===== src/rtl/mfs_pkg.sv =====
package mfs_pkg;
    typedef enum logic [1:0] {
        OP_RESET = 2'd0,
        OP_WRITE = 2'd1,
        OP_READ  = 2'd2
    } op_e;

    typedef enum logic [1:0] {
        ST_IDLE  = 2'd0,
        ST_ISSUE = 2'd1,
        ST_WAIT  = 2'd2,
        ST_EVAL  = 2'd3
    } state_e;

    typedef enum logic [1:0] {
        STEP_RESET = 2'd0,
        STEP_CMD   = 2'd1,
        STEP_CRC   = 2'd2,
        STEP_DATA  = 2'd3
    } step_e;

    localparam logic [1:0] ERR_OK    = 2'd0;
    localparam logic [1:0] ERR_NODEV = 2'd1;
    localparam logic [1:0] ERR_BADSIG = 2'd2;
endpackage


===== src/rtl/mfs_record.sv =====
module mfs_record #(
    parameter int REC_LEN = 28,
    parameter int IDX_W   = 5
) (
    input  logic                   clk,
    input  logic                   rst_n,
    input  logic                   we,
    input  logic [IDX_W-1:0]       idx,
    input  logic [7:0]             wbyte,
    output logic [REC_LEN*8-1:0]   rec
);
    logic [REC_LEN*8-1:0] rec_d, rec_q;

    always_comb begin
        rec_d = rec_q;
        if (we) begin
            rec_d[8*int'(idx) +: 8] = wbyte;
        end
    end

    always_ff @(posedge clk or negedge rst_n) begin
        if (!rst_n) rec_q <= '0;
        else        rec_q <= rec_d;
    end

    assign rec = rec_q;

    a_r5_idx_in_range: assert property (@(posedge clk) disable iff (!rst_n)
        we |-> (int'(idx) < REC_LEN));
endmodule


===== src/rtl/mfs_sigcheck.sv =====
module mfs_sigcheck #(
    parameter int                    REC_LEN  = 28,
    parameter int                    SIG_OFF  = 11,
    parameter int                    SIG_LEN  = 16,
    parameter logic [SIG_LEN*8-1:0]  SIG_TEXT = "OUI-TAG 802.3 ID",
    parameter int                    SER_IDX  = 5,
    parameter logic [23:0]           OUI      = 24'h00E0EE
) (
    input  logic [REC_LEN*8-1:0] rec,
    output logic                 sig_ok,
    output logic [47:0]          mac_good
);
    logic [SIG_LEN-1:0] hit;

    for (genvar k = 0; k < SIG_LEN; k++) begin : g_cmp
        assign hit[k] = (rec[8*(SIG_OFF+k) +: 8] == SIG_TEXT[8*(SIG_LEN-1-k) +: 8]);
    end

    assign sig_ok   = &hit;
    assign mac_good = {OUI,
                       rec[8*(SER_IDX+2) +: 8],
                       rec[8*(SER_IDX+1) +: 8],
                       rec[8*SER_IDX +: 8]};
endmodule


===== src/rtl/mfs_ctrl.sv =====
module mfs_ctrl
    import mfs_pkg::*;
#(
    parameter int          REC_LEN = 28,
    parameter int          IDX_W   = 5,
    parameter int          N_CMD   = 4,
    parameter logic [N_CMD*8-1:0] CMD_SEQ = 32'hCCF0_0000,
    parameter logic [23:0] OUI     = 24'h00E0EE
) (
    input  logic             clk,
    input  logic             rst_n,
    input  logic             start,
    input  logic             eng_done,
    input  logic [7:0]       eng_rdata,
    input  logic             eng_present,
    input  logic             sig_ok,
    input  logic [47:0]      mac_good,
    output logic             busy,
    output logic             done,
    output logic [47:0]      mac_addr,
    output logic [1:0]       err_code,
    output logic [7:0]       crc_byte,
    output logic             eng_start,
    output logic [1:0]       eng_op,
    output logic [7:0]       eng_wdata,
    output logic             rec_we,
    output logic [IDX_W-1:0] rec_idx
);
    localparam logic [47:0] FALLBACK = {OUI, 24'hFFFFFF};
    localparam logic [IDX_W-1:0] CMD_LAST = IDX_W'(N_CMD - 1);
    localparam logic [IDX_W-1:0] REC_LAST = IDX_W'(REC_LEN - 1);

    typedef struct packed {
        state_e           state;
        step_e            step;
        logic [IDX_W-1:0] idx;
        logic             busy;
        logic             done;
        logic [47:0]      mac;
        logic [1:0]       err;
        logic [7:0]       crc;
    } ctrl_t;

    ctrl_t q, d;

    always_comb begin
        d      = q;
        d.done = 1'b0;
        unique case (q.state)
            ST_IDLE: begin
                if (start) begin
                    d.state = ST_ISSUE;
                    d.step  = STEP_RESET;
                    d.idx   = '0;
                    d.busy  = 1'b1;
                end
            end
            ST_ISSUE: d.state = ST_WAIT;
            ST_WAIT: begin
                if (eng_done) begin
                    unique case (q.step)
                        STEP_RESET: begin
                            if (!eng_present) begin
                                d.mac   = FALLBACK;
                                d.err   = ERR_NODEV;
                                d.done  = 1'b1;
                                d.busy  = 1'b0;
                                d.state = ST_IDLE;
                            end else begin
                                d.step  = STEP_CMD;
                                d.idx   = '0;
                                d.state = ST_ISSUE;
                            end
                        end
                        STEP_CMD: begin
                            if (q.idx == CMD_LAST) begin
                                d.step = STEP_CRC;
                                d.idx  = '0;
                            end else begin
                                d.idx = q.idx + 1'b1;
                            end
                            d.state = ST_ISSUE;
                        end
                        STEP_CRC: begin
                            d.crc   = eng_rdata;
                            d.step  = STEP_DATA;
                            d.idx   = '0;
                            d.state = ST_ISSUE;
                        end
                        STEP_DATA: begin
                            if (q.idx == REC_LAST) begin
                                d.state = ST_EVAL;
                            end else begin
                                d.idx   = q.idx + 1'b1;
                                d.state = ST_ISSUE;
                            end
                        end
                        default: d.state = ST_IDLE;
                    endcase
                end
            end
            ST_EVAL: begin
                d.mac   = sig_ok ? mac_good : FALLBACK;
                d.err   = sig_ok ? ERR_OK : ERR_BADSIG;
                d.done  = 1'b1;
                d.busy  = 1'b0;
                d.state = ST_IDLE;
            end
            default: d.state = ST_IDLE;
        endcase
    end

    always_ff @(posedge clk or negedge rst_n) begin
        if (!rst_n) begin
            q.state <= ST_IDLE;
            q.step  <= STEP_RESET;
            q.idx   <= '0;
            q.busy  <= 1'b0;
            q.done  <= 1'b0;
            q.mac   <= '0;
            q.err   <= ERR_OK;
            q.crc   <= '0;
        end else begin
            q <= d;
        end
    end

    always_comb begin
        eng_start = (q.state == ST_ISSUE);
        unique case (q.step)
            STEP_RESET: eng_op = OP_RESET;
            STEP_CMD:   eng_op = OP_WRITE;
            default:    eng_op = OP_READ;
        endcase
        eng_wdata = 8'h00;
        if (q.step == STEP_CMD) begin
            eng_wdata = CMD_SEQ[8*(N_CMD-1-int'(q.idx)) +: 8];
        end
        rec_we  = (q.state == ST_WAIT) && eng_done && (q.step == STEP_DATA);
        rec_idx = q.idx;
    end

    assign busy     = q.busy;
    assign done     = q.done;
    assign mac_addr = q.mac;
    assign err_code = q.err;
    assign crc_byte = q.crc;

    a_r9_done_one_cycle: assert property (@(posedge clk) disable iff (!rst_n)
        done |=> !done);
    a_r9_done_ends_busy: assert property (@(posedge clk) disable iff (!rst_n)
        $fell(busy) |-> done);
    a_r11_req_pulse: assert property (@(posedge clk) disable iff (!rst_n)
        eng_start |=> !eng_start);
    a_r2_reset_first: assert property (@(posedge clk) disable iff (!rst_n)
        $rose(busy) |-> (eng_start && eng_op == OP_RESET));
    a_r10_hold_idle: assert property (@(posedge clk) disable iff (!rst_n)
        (!busy && !start) |=> ($stable(mac_addr) && $stable(err_code) && $stable(crc_byte)));
    a_r8_nodev_fallback: assert property (@(posedge clk) disable iff (!rst_n)
        (done && err_code == ERR_NODEV) |-> (mac_addr == FALLBACK));
    a_r7_err_legal: assert property (@(posedge clk) disable iff (!rst_n)
        err_code != 2'd3);
    a_r6_prefix: assert property (@(posedge clk) disable iff (!rst_n)
        done |-> (mac_addr[47:24] == OUI));
endmodule


===== src/rtl/mac_fetch_seq.sv =====
module mac_fetch_seq #(
    parameter int                   REC_LEN  = 28,
    parameter int                   SIG_OFF  = 11,
    parameter int                   SIG_LEN  = 16,
    parameter logic [SIG_LEN*8-1:0] SIG_TEXT = "OUI-TAG 802.3 ID",
    parameter int                   SER_IDX  = 5,
    parameter logic [23:0]          OUI      = 24'h00E0EE
) (
    input  logic        clk,
    input  logic        rst_n,
    input  logic        start,
    output logic        busy,
    output logic        done,
    output logic [47:0] mac_addr,
    output logic [1:0]  err_code,
    output logic [7:0]  crc_byte,
    output logic        eng_start,
    output logic [1:0]  eng_op,
    output logic [7:0]  eng_wdata,
    input  logic        eng_done,
    input  logic [7:0]  eng_rdata,
    input  logic        eng_present
);
    localparam int IDX_W = (REC_LEN > 4) ? $clog2(REC_LEN) : 2;

    logic [REC_LEN*8-1:0] rec;
    logic                 sig_ok;
    logic [47:0]          mac_good;
    logic                 rec_we;
    logic [IDX_W-1:0]     rec_idx;

    mfs_ctrl #(
        .REC_LEN (REC_LEN),
        .IDX_W   (IDX_W),
        .N_CMD   (4),
        .CMD_SEQ (32'hCCF0_0000),
        .OUI     (OUI)
    ) ctrl_i (
        .clk         (clk),
        .rst_n       (rst_n),
        .start       (start),
        .eng_done    (eng_done),
        .eng_rdata   (eng_rdata),
        .eng_present (eng_present),
        .sig_ok      (sig_ok),
        .mac_good    (mac_good),
        .busy        (busy),
        .done        (done),
        .mac_addr    (mac_addr),
        .err_code    (err_code),
        .crc_byte    (crc_byte),
        .eng_start   (eng_start),
        .eng_op      (eng_op),
        .eng_wdata   (eng_wdata),
        .rec_we      (rec_we),
        .rec_idx     (rec_idx)
    );

    mfs_record #(
        .REC_LEN (REC_LEN),
        .IDX_W   (IDX_W)
    ) rec_i (
        .clk   (clk),
        .rst_n (rst_n),
        .we    (rec_we),
        .idx   (rec_idx),
        .wbyte (eng_rdata),
        .rec   (rec)
    );

    mfs_sigcheck #(
        .REC_LEN  (REC_LEN),
        .SIG_OFF  (SIG_OFF),
        .SIG_LEN  (SIG_LEN),
        .SIG_TEXT (SIG_TEXT),
        .SER_IDX  (SER_IDX),
        .OUI      (OUI)
    ) sig_i (
        .rec      (rec),
        .sig_ok   (sig_ok),
        .mac_good (mac_good)
    );
endmodule


===== config.mk =====
export PLATFORM = sky130hd
export DESIGN_NAME = mac_fetch_seq
export DESIGN_NICKNAME = d
export VERILOG_FILES = /design/src/rtl/mfs_pkg.sv /design/src/rtl/mfs_record.sv /design/src/rtl/mfs_sigcheck.sv /design/src/rtl/mfs_ctrl.sv /design/src/rtl/mac_fetch_seq.sv
export SDC_FILE = /design/constraint.sdc
export NUM_CORES = 1
export LEC_CHECK = 0
export ABC_AREA = 1
export BUFFER_PORTS_ARGS = -buffer_cell sky130_fd_sc_hd__buf_2
export CORE_ASPECT_RATIO = 0.8
export CORE_MARGIN = 5
export CORE_UTILIZATION = 55
export DETAILED_ROUTE_END_ITERATION = 8
export GPL_ROUTABILITY_DRIVEN = 0
export PLACE_DENSITY = 0.77
export RECOVER_POWER = 50
export SYNTH_ARGS = -nofsm -noshare
export SYNTH_HDL_FRONTEND = slang
export SYNTH_SLANG_ARGS = --single-unit

===== constraint.sdc =====
create_clock -name clk -period 5.7 [get_ports clk]
set_input_delay 0 -clock clk [delete_from_list [all_inputs] [get_ports clk]]
set_output_delay 0 -clock clk [all_outputs]
set_load 0.01 [all_outputs]

==> run metrics <==
root buffer selected by CTS=clkbuf_16; cts hold-fix bufs=12; Reg power frac=42.9%; worst slew pin tran=3.30 ns; H-tree levels=4; met1 wire length=10700 µm; CP max stage delay=0.74 ns; overall power=0.00350 W; Required @ worst endpoint=6.05 ns; initial cell density of the core=55.8%; clock transition at the registers of the reported paths=0.07 ns; GRT Residual Overflow=0; initial antenna violation count=0; Synth Instances=1276; Clock Tree Buf Depth=2; Comb power frac=23.0%; crit start category=flip-flop; Iter 0 DRT Violations=840; die width=161 µm; Final nets=1311; clk_skew=0.0180 ns; clock sink total=198; Antenna Cells=0; post-detail-place hpwl=16200 µm; status=finished with violations; dominant synthesized flop cell=dfrtp_1; TritonCTS Buffers=17; DR WL met3=1690 µm; Arrival @ worst endpoint=4.42 ns; failing checks=max-capacitance violations, max-slew violations; DR WL met2=10700 µm; Worst R2R Setup Slack=1.63 ns; fin crit period=4.07 ns; Critical-path top delay cell=nor3_1; clock power share=34.1%; share of the synthesized area in the top cell type=49.2%; WS Path Type=reg2reg; period utilization=71.4%; Setup TNS Final=0 ns; critical path cell sequence=clkinv_1 > ha_1 > nand2_1 > nor2_1 > nor2_1 > clkinv_1 > nor3_1 > nand3_1 > o21ai_1; maximum clock rate=246 MHz; Synth Area in Compound Gates=8.42%; Worst Hold Slack=0.0281 ns; Leakage Power=4.81 nW; crit path capture type=flip-flop; synthesis-to-finish area growth=6.29%; Ys Warns=0; die area=21100 µm²; number of global-route vias before repair=7408; commonest non-fill, non-tap cells in the layout=nand2_1 (356), dfrtp_1 (198), inv_1 (138); final WL=23400 µm; area leader, netlist=dfrtp_1; mapped cell area=10100 µm²; CORE AREA=18100 µm²; Post-synth EDFFs=0; number of synthesized register bits=198; commonest non-fill, non-tap cell in the layout=nand2_1; largest net degree at the start of global routing=133; drt pass-1 iters=6; combinational family with the most area after synthesis=simple AND/OR/NAND/NOR gates; Seq/Total Area, Yosys=49.2%; # port buffers=66; adder-cell share of the synthesized area=1.24%; switching pwr=0.00121 W; max-cap violations=1; crit path buf inv count=2; Hold Crit Class=in2reg; CTS tree=done; area share of and/or/nand/nor cells after synthesis=28.5%; Finished Cell Area=10700 µm²; worst-path maximum fanout=18; GRT Total Usage=22.9%; Cell Pwr Density=327 nW/µm²; Die H=131 µm; max layer used=met4; number of post-CTS setup repair buffers=0; unrepaired setup endpoints after global routing=false; Ports=84; post-synthesis mux area share=0%; post-synthesis xor/xnor area fraction=0.273%; post-place setup slack=1.89 ns; Avg Cell Area, Syn=7.89 µm²; DR vias=8093; peak supply drop=191 µV; # DRC=0; # setup viols final=0; FFs w/ async S/R, synth=100%; Sw Ratio=34.6%; global-route wire length before repair=38400 µm; share of cells above drive strength 1=8.07%; wire per inst=15.3 µm; Resize count post-CTS=0; Pint=0.00229 W; vias per cell=5.29; Final WS setup=1.63 ns; top post-synthesis cells by area=dfrtp_1 (49%), nand2_1 (13%), o21ai_0 (6.7%); row count=44; Placed Area=10100 µm²; Slew headroom=-120%; Final Hold Viols=0; delay-heaviest family, CP=simple AND/OR/NAND/NOR gates; antenna viol nets, final=0; library cells used by synthesis=34; Final Max Slew Viols=133; Clock Latency Late Sink=0.44 ns
worst min-delay path, delay by kind of cell:
kind / cells / cell delay (ns)
and+or+nand+nor: 2 / 0.14
AOI/OAI and AO/OA: 2 / 0.18
buffers and inverters: 2 / 0.11
sequential cells by signal, indices dropped and copies added (netlist names):
signal and count:
rec_i.rec 152, ctrl_i.mac_addr 25, ctrl_i.crc_byte 8, ctrl_i.rec_idx 5, ctrl_i.q 4, ctrl_i.err_code 2, ctrl_i.busy 1, ctrl_i.done 1
final timing paths:
check                                                   start                          to  cells past startpoint
worst min register to register      rec_i.rec[58]$_DFFE_PN0P_   rec_i.rec[58]$_DFFE_PN0P_                      2
worst min-delay path                              eng_present     ctrl_i.busy$_DFFE_PN0P_                      6
worst max register to register  ctrl_i.rec_idx[0]$_DFFE_PN0P_  rec_i.rec[182]$_DFFE_PN0P_                      9
max in group asynchronous                               rst_n  rec_i.rec[180]$_DFFE_PN0P_                      3
min in group asynchronous                               rst_n   rec_i.rec[91]$_DFFE_PN0P_                      2
worst max-delay path            ctrl_i.rec_idx[0]$_DFFE_PN0P_  rec_i.rec[182]$_DFFE_PN0P_                      9
area by class of cell:
cell class | instances | area [µm²]
multi-input cells | 843 | 3920
inverters | 147 | 552
fillers | 1639 | 7350
repair buffers | 81 | 408
flip-flops and latches | 198 | 4950
clock inverters | 9 | 90.1
well taps | 230 | 288
clock buffers | 23 | 488
stage by stage:
stage | instances | util, %
CTS | 1531 | 59.7
floorplan | 1292 | -
finish | 1531 | 59.3
global placement | 1487 | 55.9
global route | 1531 | 59.3
detailed placement | 1487 | 55.9
cell families after synthesis:
kind of cell | count (synthesis)
AOI/OAI and AO/OA | 166
xor gates and xnor gates | 1
adders and majority gates | 10
buffers and inverters | 251
DFF | 198
other | 1
and+or+nand+nor | 649
power by group through the flow:
stage / logic [W] / registers [W] / clock network [W]
floorplan: 0.000611 / 0.00151 / 0
global placement: 0.000775 / 0.00152 / 0
detailed placement: 0.000795 / 0.00153 / 0
CTS: 0.000813 / 0.00150 / 0.00120
global route: 0.000891 / 0.00151 / 0.00126
finish: 0.000806 / 0.00150 / 0.00119
Yosys cell counts (all sizes together) (2+ instances only):
| cell type | instances |
|---|---|
| inv | 140 |
| dfrtp | 198 |
| nand3 | 66 |
| buf | 88 |
| nand3b | 24 |
| nand4 | 16 |
| clkbuf | 16 |
| ha | 10 |
| nand2 | 358 |
| or2 | 42 |
| nor4 | 2 |
| nor2 | 111 |
| o21ai | 142 |
| a21oi | 19 |
| nor3 | 29 |
| clkinv | 7 |
routing by layer:
layer	up-vias	GRT usage, %
li1	3956	-
met1	3810	32.6
met2	293	35.6
met3	34	5.36
met4	0	6.17
met5	-	1.14
Note: power is estimated with default switching activity, not from simulation.
